==> src/rtl/clock_victim_pkg.sv <==
package clock_victim_pkg;

  // strobes from the sweep controller to the flag datapath
  typedef struct packed {
    logic start;    // load the examine index with the frame after the hand
    logic advance;  // step to the next frame, clearing the current used flag
    logic noteFb;   // remember the current frame as the fallback choice
    logic pickCur;  // choose the frame under examination
    logic pickFb;   // choose the remembered fallback frame
  } scanCmd_t;

  typedef enum logic [0:0] {
    ST_IDLE = 1'b0,
    ST_SCAN = 1'b1
  } scanState_t;

endpackage

==> src/rtl/frame_flag_array.sv <==
module frame_flag_array #(
  parameter int NUM_FRAMES = 16
) (
  input  logic                  clk,
  input  logic                  rstN,
  input  logic [NUM_FRAMES-1:0] setRef,
  input  logic [NUM_FRAMES-1:0] clrRef,
  input  logic [NUM_FRAMES-1:0] setDirty,
  input  logic [NUM_FRAMES-1:0] clrDirty,
  output logic [NUM_FRAMES-1:0] refBits,
  output logic [NUM_FRAMES-1:0] dirtyBits
);

  // one used/modified flag pair per frame; a set always beats a clear
  for (genvar g = 0; g < NUM_FRAMES; g++) begin : gFrame
    always_ff @(posedge clk or negedge rstN) begin
      if (!rstN) begin
        refBits[g] <= 1'b0;
      end else if (setRef[g]) begin
        refBits[g] <= 1'b1;
      end else if (clrRef[g]) begin
        refBits[g] <= 1'b0;
      end
    end

    always_ff @(posedge clk or negedge rstN) begin
      if (!rstN) begin
        dirtyBits[g] <= 1'b0;
      end else if (setDirty[g]) begin
        dirtyBits[g] <= 1'b1;
      end else if (clrDirty[g]) begin
        dirtyBits[g] <= 1'b0;
      end
    end
  end

endmodule

==> src/rtl/clock_victim_ctrl.sv <==
module clock_victim_ctrl
  import clock_victim_pkg::*;
#(
  parameter int NUM_FRAMES = 16
) (
  input  logic     clk,
  input  logic     rstN,
  input  logic     reqValid,
  input  logic     dirtyMode,
  input  logic     curRef,
  input  logic     curDirty,
  input  logic     fbValid,
  output scanCmd_t cmd,
  output logic     busy
);

  localparam int IDX_W = (NUM_FRAMES > 1) ? $clog2(NUM_FRAMES) : 1;
  localparam logic [IDX_W-1:0] LAST_STEP = IDX_W'(NUM_FRAMES - 1);

  scanState_t       state;
  logic             modeDirty;
  logic [IDX_W-1:0] stepCnt;
  logic             revEnd;
  logic             cleanFree;

  assign revEnd    = (stepCnt == LAST_STEP);
  assign cleanFree = !curRef && (!modeDirty || !curDirty);
  assign busy      = (state == ST_SCAN);

  always_comb begin
    cmd = '0;
    unique case (state)
      ST_IDLE: begin
        cmd.start = reqValid;
      end
      ST_SCAN: begin
        if (cleanFree) begin
          cmd.pickCur = 1'b1;
        end else if (modeDirty && revEnd && (fbValid || !curRef)) begin
          // revolution over without a clean frame: settle for the first unused one
          if (fbValid) begin
            cmd.pickFb = 1'b1;
          end else begin
            cmd.pickCur = 1'b1;
          end
        end else begin
          cmd.advance = 1'b1;
          cmd.noteFb  = modeDirty && !curRef && !fbValid;
        end
      end
      default: cmd = '0;
    endcase
  end

  always_ff @(posedge clk or negedge rstN) begin
    if (!rstN) begin
      state     <= ST_IDLE;
      modeDirty <= 1'b0;
      stepCnt   <= '0;
    end else begin
      if (cmd.start) begin
        state     <= ST_SCAN;
        modeDirty <= dirtyMode;
        stepCnt   <= '0;
      end
      if (cmd.advance) begin
        stepCnt <= revEnd ? '0 : stepCnt + 1'b1;
      end
      if (cmd.pickCur || cmd.pickFb) begin
        state <= ST_IDLE;
      end
    end
  end

endmodule

==> src/rtl/clock_victim_dp.sv <==
module clock_victim_dp
  import clock_victim_pkg::*;
#(
  parameter int NUM_FRAMES = 16,
  localparam int IDX_W = (NUM_FRAMES > 1) ? $clog2(NUM_FRAMES) : 1
) (
  input  logic                  clk,
  input  logic                  rstN,
  input  scanCmd_t              cmd,
  input  logic                  refValid,
  input  logic [IDX_W-1:0]      refIdx,
  input  logic                  refWrite,
  output logic                  curRef,
  output logic                  curDirty,
  output logic                  fbValid,
  output logic                  doneValid,
  output logic [IDX_W-1:0]      victimIdx,
  output logic [NUM_FRAMES-1:0] refBitsOut
);

  localparam logic [IDX_W-1:0] LAST_IDX = IDX_W'(NUM_FRAMES - 1);

  function automatic logic [IDX_W-1:0] nextIdx(input logic [IDX_W-1:0] i);
    return (i == LAST_IDX) ? '0 : i + 1'b1;
  endfunction

  logic [IDX_W-1:0]      handPtr;
  logic [IDX_W-1:0]      curIdx;
  logic [IDX_W-1:0]      fbIdx;
  logic [NUM_FRAMES-1:0] setRef;
  logic [NUM_FRAMES-1:0] clrRef;
  logic [NUM_FRAMES-1:0] setDirty;
  logic [NUM_FRAMES-1:0] clrDirty;
  logic [NUM_FRAMES-1:0] refBits;
  logic [NUM_FRAMES-1:0] dirtyBits;

  // per-frame decode of the reference port and of the sweep strobes
  for (genvar g = 0; g < NUM_FRAMES; g++) begin : gDecode
    assign setRef[g]   = refValid && (refIdx == IDX_W'(g));
    assign setDirty[g] = setRef[g] && refWrite;
    assign clrRef[g]   = cmd.advance && (curIdx == IDX_W'(g));
    assign clrDirty[g] = (cmd.pickCur && (curIdx == IDX_W'(g))) ||
                         (cmd.pickFb  && (fbIdx  == IDX_W'(g)));
  end

  frame_flag_array #(.NUM_FRAMES(NUM_FRAMES)) uFlags (
    .clk      (clk),
    .rstN     (rstN),
    .setRef   (setRef),
    .clrRef   (clrRef),
    .setDirty (setDirty),
    .clrDirty (clrDirty),
    .refBits  (refBits),
    .dirtyBits(dirtyBits)
  );

  // a reference landing now counts as a use of the examined frame
  assign curRef     = refBits[curIdx] || (refValid && (refIdx == curIdx));
  assign curDirty   = dirtyBits[curIdx];
  assign refBitsOut = refBits;

  always_ff @(posedge clk or negedge rstN) begin
    if (!rstN) begin
      handPtr   <= LAST_IDX;
      curIdx    <= '0;
      fbIdx     <= '0;
      fbValid   <= 1'b0;
      victimIdx <= '0;
      doneValid <= 1'b0;
    end else begin
      doneValid <= 1'b0;
      if (cmd.start) begin
        curIdx  <= nextIdx(handPtr);
        fbValid <= 1'b0;
      end
      if (cmd.advance) begin
        curIdx <= nextIdx(curIdx);
      end
      if (cmd.noteFb) begin
        fbIdx   <= curIdx;
        fbValid <= 1'b1;
      end
      if (cmd.pickCur) begin
        handPtr   <= curIdx;
        victimIdx <= curIdx;
        doneValid <= 1'b1;
      end
      if (cmd.pickFb) begin
        handPtr   <= fbIdx;
        victimIdx <= fbIdx;
        doneValid <= 1'b1;
      end
    end
  end

endmodule

==> src/rtl/clock_victim_sel.sv <==
module clock_victim_sel
  import clock_victim_pkg::*;
#(
  parameter int NUM_FRAMES = 16,
  localparam int IDX_W = (NUM_FRAMES > 1) ? $clog2(NUM_FRAMES) : 1
) (
  input  logic             clk,
  input  logic             rstN,
  input  logic             refValid,
  input  logic [IDX_W-1:0] refIdx,
  input  logic             refWrite,
  input  logic             reqValid,
  input  logic             dirtyMode,
  output logic             busy,
  output logic             doneValid,
  output logic [IDX_W-1:0] victimIdx
);

  scanCmd_t              cmd;
  logic                  curRef;
  logic                  curDirty;
  logic                  fbValid;
  logic [NUM_FRAMES-1:0] refBits;

  clock_victim_ctrl #(.NUM_FRAMES(NUM_FRAMES)) uCtrl (
    .clk      (clk),
    .rstN     (rstN),
    .reqValid (reqValid),
    .dirtyMode(dirtyMode),
    .curRef   (curRef),
    .curDirty (curDirty),
    .fbValid  (fbValid),
    .cmd      (cmd),
    .busy     (busy)
  );

  clock_victim_dp #(.NUM_FRAMES(NUM_FRAMES)) uDp (
    .clk       (clk),
    .rstN      (rstN),
    .cmd       (cmd),
    .refValid  (refValid),
    .refIdx    (refIdx),
    .refWrite  (refWrite),
    .curRef    (curRef),
    .curDirty  (curDirty),
    .fbValid   (fbValid),
    .doneValid (doneValid),
    .victimIdx (victimIdx),
    .refBitsOut(refBits)
  );

endmodule

==> config.mk <==
export PLATFORM = sky130hd
export DESIGN_NAME = clock_victim_sel
export DESIGN_NICKNAME = d
export VERILOG_FILES = /design/src/rtl/clock_victim_pkg.sv /design/src/rtl/frame_flag_array.sv /design/src/rtl/clock_victim_ctrl.sv /design/src/rtl/clock_victim_dp.sv /design/src/rtl/clock_victim_sel.sv
export SDC_FILE = /design/constraint.sdc
export NUM_CORES = 1
export LEC_CHECK = 0
export ABC_AREA = 1
export BUFFER_PORTS_ARGS = -buffer_cell sky130_fd_sc_hd__buf_2
export CAP_MARGIN = 0
export CORE_AREA = 4 4 96 107
export CTS_CLUSTER_DIAMETER = 100
export DETAILED_ROUTE_END_ITERATION = 10
export DIE_AREA = 0 0 100 111
export GPL_TIMING_DRIVEN = 0
export SLEW_MARGIN = 5
export SYNTH_ARGS = -nofsm -noshare
export SYNTH_HDL_FRONTEND = slang
export SYNTH_SLANG_ARGS = --single-unit
==> constraint.sdc <==
create_clock -name clk -period 2.2 [get_ports clk]
set_clock_uncertainty 0.15 [all_clocks]
set_input_delay 0.22 -clock clk [delete_from_list [all_inputs] [get_ports clk]]
set_output_delay 0.22 -clock clk [all_outputs]
set_load 0.01 [all_outputs]
Word-level counts from Yosys, hierarchy flattened
Cells that the tools add are included.
{ "totals": {"ff_bits": 56, "input_bits": 10, "word_cells": 334} }
{ "op_classes": {"addsub": 3, "magnitude_cmp": 1, "n_eq_ne": 48, "muxes": 92, "n_reduce_logical": 149} }
{ "op_table": {"columns": ["cell", "n"], "rows": [
  ["$eq 4x4->1 const B", 26],
  ["$logic_and 1x1->1", 86],
  ["$mux 1", 77],
  ["$reduce_bool 2->1", 36],
  ["$eq 4x3->1 const B", 12],
  ["$mux 4", 10],
  ["$eq 4x2->1 const B", 6],
  ["$logic_or 1x1->1", 20],
  ["$add 4x1->4 const B", 3],
  ["$eq 4x1->1 const B", 3],
  ["$logic_not 4->1", 3],
  ["$bmux 1 s4", 2],
  ["$mux 2", 3],
  ["$lt 4x5->1 const B", 1],
  ["$eq 4x4->1", 1],
  ["$logic_not 1->1", 4]
]} }

Logic depth before layout (Yosys ltp)
{ "depth": {"ltp_word": 13, "ltp_mapped": 16} }

By module
From an unflattened synthesis, not the netlist that was laid out.
{ "unflattened": {"cells_unflattened": 528, "hier_area_um2": 3539.6} }
{ "by_module_without_submodules": {"columns": ["module", "instances", "cells_each", "area_each_um2", "seq_area_each_um2"], "rows": [
  ["clock_victim_dp", 1, 318, 1869.3, 455.4],
  ["frame_flag_array", 1, 160, 1281.2, 800.8],
  ["clock_victim_ctrl", 1, 50, 389.1, 150.1]
]} }

Worst setup path after synthesis
No wires, ideal clock.
{ "synth_timing": {"path_kind": "register -> register", "start": "register uDp.curIdx[1]", "end": "register uDp.curIdx[0]", "setup_time_ps": 126, "t_arrival_ps": 1700, "required_time_ps": 1924, "setup_slack_ps": 224, "path_stages_with_launch": 16, "period_less_slack_ps": 1976, "cell_sequence": "dfrtp_1 > inv_2 > buf_4 > o21ai_0 > o21ai_0 > nand2_1 > nand2_1 > inv_1 > nand2_1 > nand2_1 > nand2_2 > nand3_2 > buf_6 > buf_6 > nand3_1 > nand3_1"} }
{ "synth_between": {"elab_chain_cells": 10, "elab_cells_between_ends": 20} }
{ "synth_rtl": {"columns": ["element", "line_no", "text"], "rows": [
  ["start: declaration", "clock_victim_dp.sv:28", "logic [IDX_W-1:0] curIdx;"],
  ["start signal: assignment", "clock_victim_dp.sv:73", "curIdx <= nextIdx(handPtr);"],
  ["start signal: assignment", "clock_victim_dp.sv:77", "curIdx <= nextIdx(curIdx);"],
  ["$bmux 1 s4 or $eq 4x4->1 (tied branches)", "clock_victim_dp.sv:58", "assign curRef = refBits[curIdx] || (refValid && (refIdx == curIdx));"],
  ["$mux 1 (not written as such) or $logic_and 1x1->1 (tied branches)", "clock_victim_dp.sv:58", null],
  ["$logic_or 1x1->1", "clock_victim_dp.sv:58", null],
  ["$logic_not 1->1", "clock_victim_ctrl.sv:27, clock_victim_ctrl.sv:39", null],
  ["$logic_or 1x1->1", "clock_victim_ctrl.sv:39", "end else if (modeDirty && revEnd && (fbValid || !curRef)) begin"],
  ["$logic_and 1x1->1", "clock_victim_ctrl.sv:39", null],
  ["$mux 2", "clock_victim_ctrl.sv:39", null],
  ["$mux 2", "clock_victim_ctrl.sv:37", "if (cleanFree) begin"],
  ["$mux 4", "clock_victim_ctrl.sv:32", "unique case (state)"],
  ["$mux 4 or $reduce_bool 2->1 (tied branches)", null, null]
]} }
Parallel ways exist; a longest one is shown, timed or not. The select of a mux whose other input is x is not followed.
A chain may end at the register's enable or synchronous reset.

Worst setup path in the final report
{ "layout_timing": {"start": "register uDp.curIdx[0]", "end": "register uDp.curIdx[1]"} }
The elaborated chain is that of the path after synthesis.

==> reports/metrics.yaml <==
yosysMostFrequentCell: "nand2_1"
netlist_top_cells_area: "dfrtp_1 (36%), nand2_1 (17%), nand3_1 (9.8%)"
root_buffer: "clkbuf_8"
finalWorstSetupSlack_ns: -0.0819
dieArea_um2: 11100
finalSetupViolCount: 17
fin_util: 0.464
ys_ff_latch: 56
fillers: 953
drv_cap: 0
relSlewSlack: 0.585
hold_viol: 0
vias: 3656
coreArea_um2: 9210
synthDistinctLibCells: 28
synthCells: 552
synth_nets: 568
holdWs_ns: 0.101
hold_class: "input pin to flop"
fin_nets: 609
cts_max_path_buffers: 2
ios: 16
area_delta_synth_final_pct: 17.9
synth_top_cell_by_area: "dfrtp_1"
worstSetupPathType: "flop to flop"
initial_core_util: 0.394
die_w_um: 100
dp_hpwl_um: 7780
htree_num_levels: 2
cts_made_buffers: 5
crit_arrival_ns: 2.34
power_density_nw_per_um2: 1600
routed_wl_um: 10900
vias_per_cell: 5.14
synth_area_um2: 3630
dpl_worst_slack_ns: -0.309
antenna_cells_inserted: 0
required_ns: 2.26
synth.avg_cell_area_um2: 6.57
ant_nets: 0
final-max-slew-violation-count: 0
drtIter0Drc: 280
totalPowerFinal_mw: 6.86
status: "finished with violations"
ys_seq_area_frac: 0.388
wire_per_inst_um: 15.3
grt_util_all_layers: 0.201
antenna_found_initial: 0
row_count: 37
cts.sinks: 56
min_period_ns: 2.28
drt_pass1_iterations: 4
leakagePower_nw: 2.12
synthFlopType: "dfrtp_1"
multi_input_area_um2: 1810
drc: 0
synthTopCellsByCount: "nand2_1 (164), inv_1 (90), nand3_1 (71)"
rsz0062_at_grt: "yes"
finalWeightedCongestion: 0.897
post-route-period-util: 1.04
drive_above_1_share: 0.138
die_height_um: 111
clock_latency_ns: 0.32
clkTransAtPathRegs_ns: 0.10
seq_area_um2: 1410
grt_max_degree: 35
grt_pass1_wl_um: 17600
grt_overflow: 0
max_freq_mhz: 438
yosysTopAreaCellShare: 0.359
cp-end-kind: "flop"
ir_drop_mv: 0.591
grt_pass1_vias: 3445
worstSetupStartpointType: "flop"
ys.warnings.count: 0
cts_tree: "done"
tns_ns: -0.586
synth-edff-count: 0
crit_path_max_fanout: 10
synthArstFlopShare: 1.00
violations: "setup timing"
port_buffers: 14
worst_pin_slew_ns: 0.623
==> worst max-delay path: stages (launching register included) <==
cell      delay [ns]
dfrtp_2         0.50
buf_6           0.16
nand2_1         0.06
nand2_1         0.05
nor2_1          0.12
nand3b_1        0.12
nand2_2         0.11
inv_1           0.06
nand2_2         0.07
nand2_2         0.07
nand2_4         0.09
nand3_4         0.14
buf_8           0.20
buf_8           0.13
nand3_1         0.06
nand3_1         0.08
==> through the flow <==
step / cell area [µm²] / std cells
floorplan: 3630 / 552
global placement: 3840 / 683
detailed placement: 3860 / 684
CTS: 4170 / 705
global route: 4280 / 711
finish: 4280 / 711
==> worst paths after layout <==
kind                                                    startpoint                                  end  slack [ns]  depth (start not counted)
worst max-delay path                     uDp.curIdx[0]$_DFFE_PN0P_            uDp.curIdx[1]$_DFFE_PN0P_       -0.08                         15
worst min-delay path                                      refWrite  uDp.uFlags.dirtyBits[0]$_DFFE_PN0P_        0.10                          3
worst max register to register           uDp.curIdx[0]$_DFFE_PN0P_            uDp.curIdx[1]$_DFFE_PN0P_       -0.08                         15
worst min register to register  uDp.uFlags.refBits[12]$_DFFE_PN0P_   uDp.uFlags.refBits[12]$_DFFE_PN0P_        0.33                          2
max in group asynchronous                                     rstN            uDp.curIdx[1]$_DFFE_PN0P_        1.05                          3
min in group asynchronous                                     rstN             uDp.fbIdx[3]$_DFFE_PN0P_        0.25                          2
==> power by group <==
| part | internal (mW) | switching, mW |
|---|---|---|
| Clock | 0.224 | 0.351 |
| Combinational | 1.74 | 2.68 |
| Sequential | 1.54 | 0.324 |
==> routing by layer <==
metal,global-route usage,share of wire,vias to the layer above
met1,0.267,0.44,1716
met2,0.320,0.47,113
met5,0,0,-
li1,-,-,1800
met3,0.0289,0.051,27
met4,0.0961,0.038,0
==> placed cells by master, fill, tap and decap left out, types with 3 or more instances in the layout <==
master	n
nand2_1	160
inv_1	88
nand3_1	69
nor2_1	65
dfrtp_1	50
nand4_1	25
o21ai_0	19
buf_2	17
buf_4	15
o21ai_1	10
clkbuf_1	6
ha_1	6
buf_8	5
buf_6	5
nand2_2	5
clkbuf_8	5
dfstp_2	4
inv_2	3
nand2_4	3
==> cells by family (layout without fill, tap and decap cells) <==
group	count (synthesis)	count (layout)	synth area share
adder cells (fa/ha/maj)	6	6	0.0207
flip-flops	56	56	0.388
buffers and inverters	116	158	0.133
AO/OA/AOI/OAI	33	33	0.0462
XOR/XNOR	3	3	0.00725
AND/OR/NAND/NOR	338	338	0.405
==> what timing repair did <==
action / 4_1_cts / 5_1_grt
endpoints found under the hold margin: 19 / 0
cloned: 2 / 1
gates resized for setup: 31 / 22
setup endpoints to repair: 55 / 54
pin swaps: 5 / 13
buffers inserted: 9 / 5
hold buffers: 2 / 0
==> state kept, by name, summed over array words and instances, names as in the netlist <==
| register | flops |
|---|---|
| uDp.doneValid | 1 |
| uDp.uFlags.dirtyBits | 16 |
| uCtrl.stepCnt | 4 |
| uCtrl.busy | 1 |
| uDp.curIdx | 4 |
| uDp.fbValid | 1 |
| uDp.fbIdx | 4 |
| uDp.uFlags.refBits | 16 |
| uDp.victimIdx | 4 |
| uCtrl.modeDirty | 1 |
| uDp.handPtr | 4 |
==> layout make-up <==
type / instances / share of cell area
Timing Repair Buffer: 34 / 0.0655
Clock inverter: 2 / 0.00292
Multi-Input combinational cell: 380 / 0.422
Clock buffer: 6 / 0.0170
Tap cell: 117 / 0.0342
Sequential cell: 56 / 0.329
Inverter: 93 / 0.0828
Buffer: 23 / 0.0462
Note: power is estimated with default switching activity, not from simulation.
